### src/rtl/vnorm_pkg.sv
package vnorm_pkg;
  typedef enum logic [2:0] {
    ST_LOAD  = 3'd0,
    ST_PREP  = 3'd1,
    ST_ISSUE = 3'd2,
    ST_WAIT  = 3'd3,
    ST_SEND  = 3'd4
  } vn_state_e;
endpackage

### src/rtl/vnorm_store.sv
module vnorm_store #(
  parameter int DEPTH = 16,
  parameter int W     = 20,
  localparam int AW   = (DEPTH > 1) ? $clog2(DEPTH) : 1
) (
  input  logic          clk,
  input  logic          wr_en,
  input  logic [AW-1:0] wr_addr,
  input  logic [W-1:0]  wr_data,
  input  logic [AW-1:0] rd_addr,
  output logic [W-1:0]  rd_data
);
  logic [W-1:0] mem_q [DEPTH];

  always_ff @(posedge clk) begin
    if (wr_en) begin
      mem_q[wr_addr] <= wr_data;
    end
  end

  assign rd_data = mem_q[rd_addr];
endmodule

### src/rtl/vnorm_extreme.sv
module vnorm_extreme #(
  parameter int W = 20
) (
  input  logic         clk,
  input  logic         rst_n,
  input  logic         upd_en,
  input  logic         first,
  input  logic [W-1:0] din,
  output logic [W-1:0] lo,
  output logic [W-1:0] hi
);
  logic [W-1:0] lo_q, lo_d, hi_q, hi_d;
  logic         seen_q, seen_d;

  always_comb begin
    lo_d   = lo_q;
    hi_d   = hi_q;
    seen_d = seen_q;
    if (upd_en) begin
      seen_d = 1'b1;
      if (first) begin
        lo_d = din;
        hi_d = din;
      end else begin
        if (din < lo_q) lo_d = din;
        if (din > hi_q) hi_d = din;
      end
    end
  end

  always_ff @(posedge clk or negedge rst_n) begin
    if (!rst_n) begin
      lo_q   <= '0;
      hi_q   <= '0;
      seen_q <= 1'b0;
    end else begin
      lo_q   <= lo_d;
      hi_q   <= hi_d;
      seen_q <= seen_d;
    end
  end

  assign lo = lo_q;
  assign hi = hi_q;

  AST_EXTREME_ORDER: assert property (@(posedge clk) disable iff (!rst_n)
    seen_q |-> (lo_q <= hi_q));

  AST_EXTREME_COVER: assert property (@(posedge clk) disable iff (!rst_n)
    (upd_en && !first && seen_q) |=> (lo_q <= $past(din)) && (hi_q >= $past(din)));
endmodule

### src/rtl/vnorm_divider.sv
module vnorm_divider #(
  parameter int NW = 28,
  parameter int DW = 20,
  localparam int CW = $clog2(NW + 1)
) (
  input  logic          clk,
  input  logic          rst_n,
  input  logic          start,
  input  logic [NW-1:0] num,
  input  logic [DW-1:0] den,
  output logic          busy,
  output logic          done,
  output logic [NW-1:0] quo
);
  logic [DW:0]   rem_q, rem_d;
  logic [NW-1:0] q_q, q_d;
  logic [DW-1:0] den_q, den_d;
  logic [CW-1:0] cnt_q, cnt_d;
  logic          busy_q, busy_d, done_q, done_d;
  logic [DW:0]   rem_sh;
  logic          fits;

  assign rem_sh = {rem_q[DW-1:0], q_q[NW-1]};
  assign fits   = (rem_sh >= {1'b0, den_q});

  always_comb begin
    rem_d  = rem_q;
    q_d    = q_q;
    den_d  = den_q;
    cnt_d  = cnt_q;
    busy_d = busy_q;
    done_d = 1'b0;
    if (start && !busy_q) begin
      rem_d  = '0;
      q_d    = num;
      den_d  = den;
      cnt_d  = CW'(NW);
      busy_d = 1'b1;
    end else if (busy_q) begin
      rem_d = fits ? (rem_sh - {1'b0, den_q}) : rem_sh;
      q_d   = {q_q[NW-2:0], fits};
      cnt_d = cnt_q - 1'b1;
      if (cnt_q == CW'(1)) begin
        busy_d = 1'b0;
        done_d = 1'b1;
      end
    end
  end

  always_ff @(posedge clk or negedge rst_n) begin
    if (!rst_n) begin
      rem_q  <= '0;
      q_q    <= '0;
      den_q  <= '0;
      cnt_q  <= '0;
      busy_q <= 1'b0;
      done_q <= 1'b0;
    end else begin
      rem_q  <= rem_d;
      q_q    <= q_d;
      den_q  <= den_d;
      cnt_q  <= cnt_d;
      busy_q <= busy_d;
      done_q <= done_d;
    end
  end

  assign busy = busy_q;
  assign done = done_q;
  assign quo  = q_q;

  AST_DIV_NO_RESTART: assert property (@(posedge clk) disable iff (!rst_n)
    start |-> !busy_q);

  AST_DIV_REM_BOUND: assert property (@(posedge clk) disable iff (!rst_n)
    busy_q |-> (rem_q < {1'b0, den_q}));
endmodule

### src/rtl/vrange_norm.sv
module vrange_norm
  import vnorm_pkg::*;
#(
  parameter int VLEN  = 16,
  parameter int IN_W  = 20,
  parameter int OUT_W = 8
) (
  input  logic             clk,
  input  logic             rst_n,
  input  logic             in_valid,
  output logic             in_ready,
  input  logic [IN_W-1:0]  in_data,
  input  logic [OUT_W-1:0] des_max,
  output logic             out_valid,
  input  logic             out_ready,
  output logic [OUT_W-1:0] out_data,
  output logic             degenerate
);
  localparam int IDX_W = (VLEN > 1) ? $clog2(VLEN) : 1;
  localparam int NW    = IN_W + OUT_W;
  localparam logic [IDX_W-1:0] LAST_IDX = IDX_W'(VLEN - 1);

  vn_state_e        state_q, state_d;
  logic [IDX_W-1:0] idx_q, idx_d;
  logic [OUT_W-1:0] dmax_q, dmax_d;
  logic [OUT_W-1:0] out_q, out_d;
  logic             degen_q, degen_d;

  logic             accept, oshake;
  logic [IN_W-1:0]  rd_elem, lo, hi;
  logic [IN_W-1:0]  span, offs;
  logic [NW-1:0]    numer;
  logic             div_start, div_busy, div_done;
  logic [NW-1:0]    div_quo;

  assign in_ready  = (state_q == ST_LOAD);
  assign out_valid = (state_q == ST_SEND);
  assign accept    = in_valid && in_ready;
  assign oshake    = out_valid && out_ready;

  vnorm_store #(.DEPTH(VLEN), .W(IN_W)) store_i (
    .clk     (clk),
    .wr_en   (accept),
    .wr_addr (idx_q),
    .wr_data (in_data),
    .rd_addr (idx_q),
    .rd_data (rd_elem)
  );

  vnorm_extreme #(.W(IN_W)) ext_i (
    .clk    (clk),
    .rst_n  (rst_n),
    .upd_en (accept),
    .first  (idx_q == '0),
    .din    (in_data),
    .lo     (lo),
    .hi     (hi)
  );

  assign span      = hi - lo;
  assign offs      = rd_elem - lo;
  assign numer     = NW'(offs) * NW'(dmax_q);
  assign div_start = (state_q == ST_ISSUE) && !degen_q;

  vnorm_divider #(.NW(NW), .DW(IN_W)) div_i (
    .clk   (clk),
    .rst_n (rst_n),
    .start (div_start),
    .num   (numer),
    .den   (span),
    .busy  (div_busy),
    .done  (div_done),
    .quo   (div_quo)
  );

  always_comb begin
    state_d = state_q;
    idx_d   = idx_q;
    dmax_d  = dmax_q;
    out_d   = out_q;
    degen_d = degen_q;
    unique case (state_q)
      ST_LOAD: begin
        if (accept) begin
          if (idx_q == '0) degen_d = 1'b0;
          if (idx_q == LAST_IDX) begin
            idx_d   = '0;
            dmax_d  = des_max;
            state_d = ST_PREP;
          end else begin
            idx_d = idx_q + 1'b1;
          end
        end
      end
      ST_PREP: begin
        degen_d = (span == '0);
        state_d = ST_ISSUE;
      end
      ST_ISSUE: begin
        if (degen_q) begin
          out_d   = '0;
          state_d = ST_SEND;
        end else begin
          state_d = ST_WAIT;
        end
      end
      ST_WAIT: begin
        if (div_done) begin
          out_d   = div_quo[OUT_W-1:0];
          state_d = ST_SEND;
        end
      end
      ST_SEND: begin
        if (oshake) begin
          if (idx_q == LAST_IDX) begin
            idx_d   = '0;
            state_d = ST_LOAD;
          end else begin
            idx_d   = idx_q + 1'b1;
            state_d = ST_ISSUE;
          end
        end
      end
      default: state_d = ST_LOAD;
    endcase
  end

  always_ff @(posedge clk or negedge rst_n) begin
    if (!rst_n) begin
      state_q <= ST_LOAD;
      idx_q   <= '0;
      dmax_q  <= '0;
      out_q   <= '0;
      degen_q <= 1'b0;
    end else begin
      state_q <= state_d;
      idx_q   <= idx_d;
      dmax_q  <= dmax_d;
      out_q   <= out_d;
      degen_q <= degen_d;
    end
  end

  assign out_data   = out_q;
  assign degenerate = degen_q;

  AST_OUT_BOUND: assert property (@(posedge clk) disable iff (!rst_n)
    out_valid |-> (out_data <= dmax_q));

  AST_QUO_FIT: assert property (@(posedge clk) disable iff (!rst_n)
    div_done |-> (div_quo <= NW'(dmax_q)));

  AST_DEGEN_ZERO: assert property (@(posedge clk) disable iff (!rst_n)
    (out_valid && degenerate) |-> (out_data == '0));

  AST_STALL_HOLD: assert property (@(posedge clk) disable iff (!rst_n)
    (out_valid && !out_ready) |=> (out_valid && $stable(out_data)));

  AST_PASS_EXCL: assert property (@(posedge clk) disable iff (!rst_n)
    !(in_ready && out_valid));

  AST_DMAX_FROZEN: assert property (@(posedge clk) disable iff (!rst_n)
    (!in_ready && !$rose(out_valid) && $past(!in_ready)) |-> $stable(dmax_q));

  AST_DIV_IDLE_SEND: assert property (@(posedge clk) disable iff (!rst_n)
    out_valid |-> !div_busy);
endmodule

### config.mk
export PLATFORM = sky130hd
export DESIGN_NAME = vrange_norm
export DESIGN_NICKNAME = d
export VERILOG_FILES = /design/src/rtl/vnorm_pkg.sv /design/src/rtl/vnorm_store.sv /design/src/rtl/vnorm_extreme.sv /design/src/rtl/vnorm_divider.sv /design/src/rtl/vrange_norm.sv
export SDC_FILE = /design/constraint.sdc
export NUM_CORES = 1
export LEC_CHECK = 0
export BUFFER_PORTS_ARGS = -buffer_cell sky130_fd_sc_hd__buf_2
export CORE_ASPECT_RATIO = 0.75
export CORE_MARGIN = 2
export CORE_UTILIZATION = 45
export CTS_CLUSTER_DIAMETER = 50
export DETAILED_ROUTE_END_ITERATION = 16
export GPL_TIMING_DRIVEN = 0
export PLACE_DENSITY_LB_ADDON = 0.3
export SKIP_CTS_REPAIR_TIMING = 1
export SLEW_MARGIN = 0
export SYNTH_ARGS = -nofsm -noshare
export SYNTH_HDL_FRONTEND = slang
export SYNTH_SLANG_ARGS = --single-unit
### constraint.sdc
create_clock -name clk -period 8.2 [get_ports clk]
set_input_delay 0.82 -clock clk [delete_from_list [all_inputs] [get_ports clk]]
set_output_delay 0.82 -clock clk [all_outputs]
set_load 0.02 [all_outputs]
## Word-level counts from Yosys, hierarchy flattened

Memories as Yosys holds them, arrays and structs flattened.
Index checks and enable logic that the tools add are counted.

| word-level totals | value |
|---|---|
| register bits | 139 |
| bits in writable memories | 320 |
| bits of input ports | 32 |
| output and inout port bits | 11 |
| word-level logic and storage cells | 93 |
| memories kept | 1 |

Memory list:

| memory | words | bits a word | rd ports | clocked after Yosys merged registers in | write ports | line | source |
|---|---|---|---|---|---|---|---|
| store_i.mem_q | 16 | 20 | 1 | 0 | 1 | vnorm_store.sv:13 | `logic [W-1:0] mem_q [DEPTH];` |

| operators by class | value |
|---|---|
| add/subtract/negate cells | 5 |
| multiply operators | 1 |
| magnitude comparators | 3 |
| eq/ne operators | 12 |
| mux-type cells | 36 |
| reductions and logical operators | 22 |

Operator list:

| kind | number |
|---|---|
| 20-bit two-way mux | 7 |
| 20-bit subtractor | 3 |
| 28-bit two-way mux | 2 |
| 20-bit by 8-bit multiplier with 28-bit output | 1 |
| 21-bit by 20-bit greater-or-equal comparator with 1-bit output | 1 |
| 20-bit > comparator | 1 |
| 20-bit logical NOT | 1 |
| 20-bit < comparator | 1 |
| 8-bit two-way mux | 2 |
| 8-bit case mux with 2 select lines | 1 |
| 3-bit two-way mux | 5 |
| 3-bit case mux with 5 select lines | 1 |
| 4-bit two-way mux | 3 |
| 3-bit AND reduction | 4 |
| 2-bit nonzero test | 6 |
| 1-bit two-way mux | 10 |
| 5-bit two-way mux | 2 |
| 2-bit by 1-bit != test with 1-bit output, second input constant | 5 |
| 4-bit case mux with 2 select lines | 1 |
| 3-bit by 2-bit == test with 1-bit output, second input constant | 2 |
| 5-bit by 1-bit == test with 1-bit output, second input constant | 1 |
| 5-bit by 1-bit subtractor with 5-bit output, second input constant | 1 |
| 4-bit by 1-bit adder with 4-bit output, second input constant | 1 |
| 4-bit == test, second input constant | 1 |
| other kinds (11) | 16 |

## Depth between registers and ports, before layout

| logic depth | value |
|---|---|
| word-level depth | 4 |
| gate-level depth with buffers | 34 |
| gate-level depth less buffers | 32 |

## Modules after synthesis

From an unflattened synthesis, not the netlist that was laid out.

| unflattened totals | value |
|---|---|
| cell total of the unflattened synthesis | 2,300 |
| area total of the unflattened synthesis | 27,846.7 um^2 |

By module, submodules not included:

| module | instances | cells an instance | area each (um^2) | sequential area each (um^2) |
|---|---|---|---|---|
| vnorm_store | 1 | 513 | 12,130.4 | 9,609.2 |
| vrange_norm | 1 | 1,084 | 8,867.3 | 600.6 |
| vnorm_divider | 1 | 478 | 4,380.5 | 1,876.8 |
| vnorm_extreme | 1 | 225 | 2,468.6 | 1,001.0 |

## Worst setup path after synthesis

OpenSTA, ideal clock, no wires.

| path | value |
|---|---|
| kind | register -> register |
| start point | reg idx_q[0] |
| end point | reg div_i.q_q[27], in the netlist div_i.quo[27] |
| setup time | 65 ps |
| arrival time | 8,446 ps |
| required time | 8,135 ps |
| path slack | -311 ps |
| cell stages (with the launch flop) | 33 |
| buffers on the path | 2 |
| clock period less this slack | 8,511 ps |
| cells stage by stage | dfrtp_1 -> buf_6 -> buf_1 -> mux4_2 -> mux4_2 -> inv_1 -> ha_1 -> inv_1 -> fa_1 -> a21o_1 -> a21oi_1 -> o21bai_1 -> a21oi_1 -> a31oi_1 -> a211o_1 -> a21oi_1 -> xnor2_1 -> and2_1 -> fa_1 -> fa_1 -> fa_1 -> inv_1 -> fa_1 -> inv_1 -> ha_1 -> and2_1 -> a221o_1 -> or3_1 -> a211oi_1 -> o31ai_1 -> xnor2_1 -> o21ai_0 -> o21a_1 |

| between the ends | value |
|---|---|
| word-level cells in the longest chain between the ends | 4 |

Ends and longest elaborated chain:

| element | line | source |
|---|---|---|
| start, declared | vrange_norm.sv:24 | `logic [IDX_W-1:0] idx_q, idx_d;` |
| start signal, assigned | vrange_norm.sv:137 | `idx_q <= idx_d;` |
| memory 16 x 20 bit | -- |  |
| 20-bit subtractor | vrange_norm.sv:61 | `assign offs = rd_elem - lo;` |
| 20-bit by 8-bit multiplier with 28-bit output | vrange_norm.sv:62 | `assign numer = NW'(offs) * NW'(dmax_q);` |
| 28-bit two-way mux | vnorm_divider.sv:33 | `if (start && !busy_q) begin` |
| end signal, assigned | vnorm_divider.sv:60 | `q_q <= q_d;` |
| end, declared | vnorm_divider.sv:16 | `logic [NW-1:0] q_q, q_d;` |

No other way between the ends.
A chain may end at the register's enable or synchronous reset.

## Final worst setup path

Ends and elaborated chain as after synthesis.

==> results by group <==
Outcome
  • Run status: finished with violations
  • Violated checks: max-capacitance violations, negative setup slack

Yosys
  • Synthesized-area fraction occupied by adder cells: 0.154
  • Cells after synthesis: 2,092
  • Flip-flop and latch count after synthesis: 459
  • Combinational family with the most area after synthesis: adder cells
  • Simple-gate share of the synthesized area: 0.0958
  • Register area share after synthesis: 0.489
  • Post-synth EDFFs: 320
  • Dominant register cell in the synthesized netlist: edfxtp_1
  • Multiplexer share of the synthesized area: 0.109
  • Area fraction in compound gates after synthesis: 0.0899
  • Synthesized area per cell: 12.8 sq um
  • Portion of synthesized cell area occupied by the leading cell type: 0.359
  • Unique masters post-synth: 70
  • Top area cells in the synthesized netlist: edfxtp_1 36%, dfrtp_1 13%, mux4_2 8.3%
  • Cell area after technology mapping: 26,700 sq um
  • Number of warning messages in the yosys log: 0
  • Post-synthesis cell type with the largest combined area: edfxtp_1
  • Share of async-settable or async-resettable flops after synthesis: 0.303
  • Synthesized Nets: 2,386
  • Xor and xnor area share after synthesis: 0.0226

CTS
  • Number of buffers created by CTS: 50
  • Max Root-Sink Buffers: 3
  • Source-to-sink clock delay at the later pin of the worst-skew pair: 0.62 ns
  • TritonCTS Sinks: 459
  • TritonCTS clock tree: built
  • Clock slew at reported path FFs: 0.06 ns
  • CTS H-Tree Depth: 2
  • Root buffer cell: clkbuf_16

Finish
  • Leading cell type in the layout, fill and taps excluded: edfxtp_1
  • Count of placed standard cells in the final layout, fillers left out: 3,045
  • Number of nets in the layout: 2,505
  • Fraction of final layout cells sized beyond drive strength 1: 0.184
  • Area overhead of the layout relative to synthesis: 14.1%
  • Filler cell count in the final layout: 4,898
  • Most frequent cells in the layout: 320 x edfxtp_1, 189 x inv_1, 143 x nand2_1

Global route
  • Wire length of the first global-routing pass: 105 mm
  • Overflow after GRT: 0
  • Overall fraction of global-route tracks in use: 0.222
  • Largest net degree at the start of global routing: 90
  • Number of antenna violations at the first check in global routing: 2
  • Number of global-route vias before repair: 17,700

Timing
  • Shortest clock period the worst path allows after layout: 8.24 ns
  • Setup violations, final: 2
  • Final Slew Violations: 0
  • Max Clock Freq: 121 MHz
  • Setup repair after global routing missed its margin: yes
  • Accumulated negative setup slack: -0.0493 ns
  • Post-Route Skew: 0.0445 ns
  • Share of the cycle needed by the critical path after routing: 1.00
  • Actual slew at the worst max-slew pin: 1.48 ns
  • Final hold viol count: 0
  • Final worst setup slack: -0.0404 ns
  • Worst rel slew slack: 0.00890

Critical path
  • Worst stage delay on the critical path: 0.55 ns
  • CP Capture Type: flop
  • WS Path Type: reg -> reg
  • Worst EP required: 8.67 ns
  • Worst r2r dst: div_i.quo[27]$_DFFE_PN0P_
  • Buffers and inverters on the worst path: 5
  • Critical Path AT: 8.72 ns
  • Worst R2R Setup Slack: -0.04 ns
  • Peak fanout along the critical path: 6
  • Cell repeated most along the worst path: fa_1
  • Worst Reg-to-Reg Cells: 30
  • Startpoint of the worst-slack reg-to-reg timing path: idx_q[0]$_DFFE_PN0P_
  • Startpoint type of the worst setup path: flop
  • Worst path top cell family by delay: adder cells
  • Cell with the largest stage delay on the worst path: mux4_2
  • Worst setup path startpoint: idx_q[0]$_DFFE_PN0P_

Drt
  • Routed wire per std cell: 22.1 microns
  • Initial DRC count: 1,688
  • Pre-antenna DRT Iters: 6
  • Number of remaining DRC errors: 0
  • Antenna-violating nets left: 0
  • Vias per std cell: 5.81
  • Detailed-route via count: 17,700
  • Total routed wirelength: 67.2 mm

Floorplan
  • Die Area: 61,400 sq um
  • Placement row count: 77
  • Die span in x: 286 microns
  • I/O pin count: 43
  • Effective utilization at floorplan: 0.454
  • Vertical extent of the die: 215 microns
  • Placeable core region: 58,900 sq um

Job
  • Max cap viols: 1

Worst hold path
  • Min-Delay Path Class: in -> async

Placement
  • Post-Place Cells: 2,926
  • Final HPWL from detailed placement: 46.6 mm
  • Routability congestion estimate from global placement: 0.861
  • Number of buffers added on ports: 42
## worst register-to-register path: cells and delay by family, from the launching register on
kind | cells | cell delay (ns)
AO/OA/AOI/OAI | 12 | 2.37
multiplexers | 2 | 1.08
AND/OR/NAND/NOR | 3 | 0.77
buffers and inverters | 5 | 0.51
flip-flops | 1 | 0.43
XOR/XNOR | 2 | 0.45
adder cells (fa/ha/maj) | 6 | 2.48
## state kept, by name (all words and copies together) (netlist names), 4 cells and up
signal and flops:
div_i.quo 28, store_i.mem_q 320, div_i.cnt_q 5, div_i.den_q 20, ext_i.hi 20, idx_q 4, dmax_q 8, out_data 8
ext_i.lo 20, div_i.rem_q 20
## synthesized netlist by cell type, types with 18 or more instances
master and count:
a211oi_1 18, a21o_1 49, a21oi_1 94, and2_1 138
and3_1 20, clkbuf_1 66, dfrtp_1 139, edfxtp_1 320
fa_1 111, ha_1 151, inv_1 194, mux2_2 50
mux4_2 99, nand2_1 143, nand3_1 24, nor2_1 52
nor2b_1 26, nor3_1 22, o21ai_0 100, xnor2_1 38
xor2_1 28
## metal layers
| layer | global-route usage | vias up | share of wire |
|---|---|---|---|
| met3 | 0.0450 | 105 | 0.082 |
| met2 | 0.325 | 662 | 0.43 |
| li1 | - | 7846 | - |
| met1 | 0.339 | 9064 | 0.46 |
| met5 | 0 | - | 0 |
| met4 | 0.0565 | 0 | 0.023 |
## final cells by class
type | instances | area (sq um) | share of cell area
diodes | 3 | 7.51 | 0.000246
plain buffers | 78 | 397 | 0.0130
clock buffers | 64 | 1380 | 0.0450
clock inverters | 29 | 333 | 0.0109
inverters | 195 | 732 | 0.0240
multi-input cells | 1357 | 13100 | 0.430
flip-flops and latches | 459 | 13100 | 0.429
well taps | 790 | 988 | 0.0324
repair buffers | 70 | 485 | 0.0159
## how the worst max path moves through the flow
| stage | end | slack (ns) | cells after the start |
|---|---|---|---|
| floorplan | div_i.quo[27]$_DFFE_PN0P_ | 0.04 | 30 |
| global placement | div_i.quo[27]$_DFFE_PN0P_ | -1.77 | 30 |
| detailed placement | div_i.quo[27]$_DFFE_PN0P_ | -1.87 | 30 |
| CTS | div_i.quo[27]$_DFFE_PN0P_ | -1.94 | 30 |
| global route | div_i.quo[27]$_DFFE_PN0P_ | -0.36 | 31 |
| finish | div_i.quo[27]$_DFFE_PN0P_ | -0.04 | 30 |
## cells by family (layout without fill, tap and decap cells)
| kind of cell | count (synthesis) | after routing |
|---|---|---|
| AOI/OAI and AO/OA | 377 | 377 |
| xor gates and xnor gates | 67 | 67 |
| adders and majority gates | 262 | 262 |
| buffers and inverters | 276 | 436 |
| DFF | 459 | 459 |
| muxes | 161 | 161 |
| other | 0 | 3 |
| and+or+nand+nor | 490 | 490 |
## through the flow
| stage | setup WS, ns | area (sq um) | utilization | hold WS, ns |
|---|---|---|---|---|
| after floorplan | 0.0372 | 26800 | - | 0.446 |
| after global placement | -1.77 | 28000 | 0.475 | 0.462 |
| after detailed placement | -1.87 | 28000 | 0.476 | 0.468 |
| after CTS | -1.94 | 29700 | 0.505 | 0.162 |
| after global routing | -0.357 | 30500 | 0.519 | 0.198 |
| final | -0.0404 | 30500 | 0.519 | 0.167 |
Power is left out: the tool's default activity adds up to more than one toggle a clock period on the data nets, which glitch-free logic cannot reach.
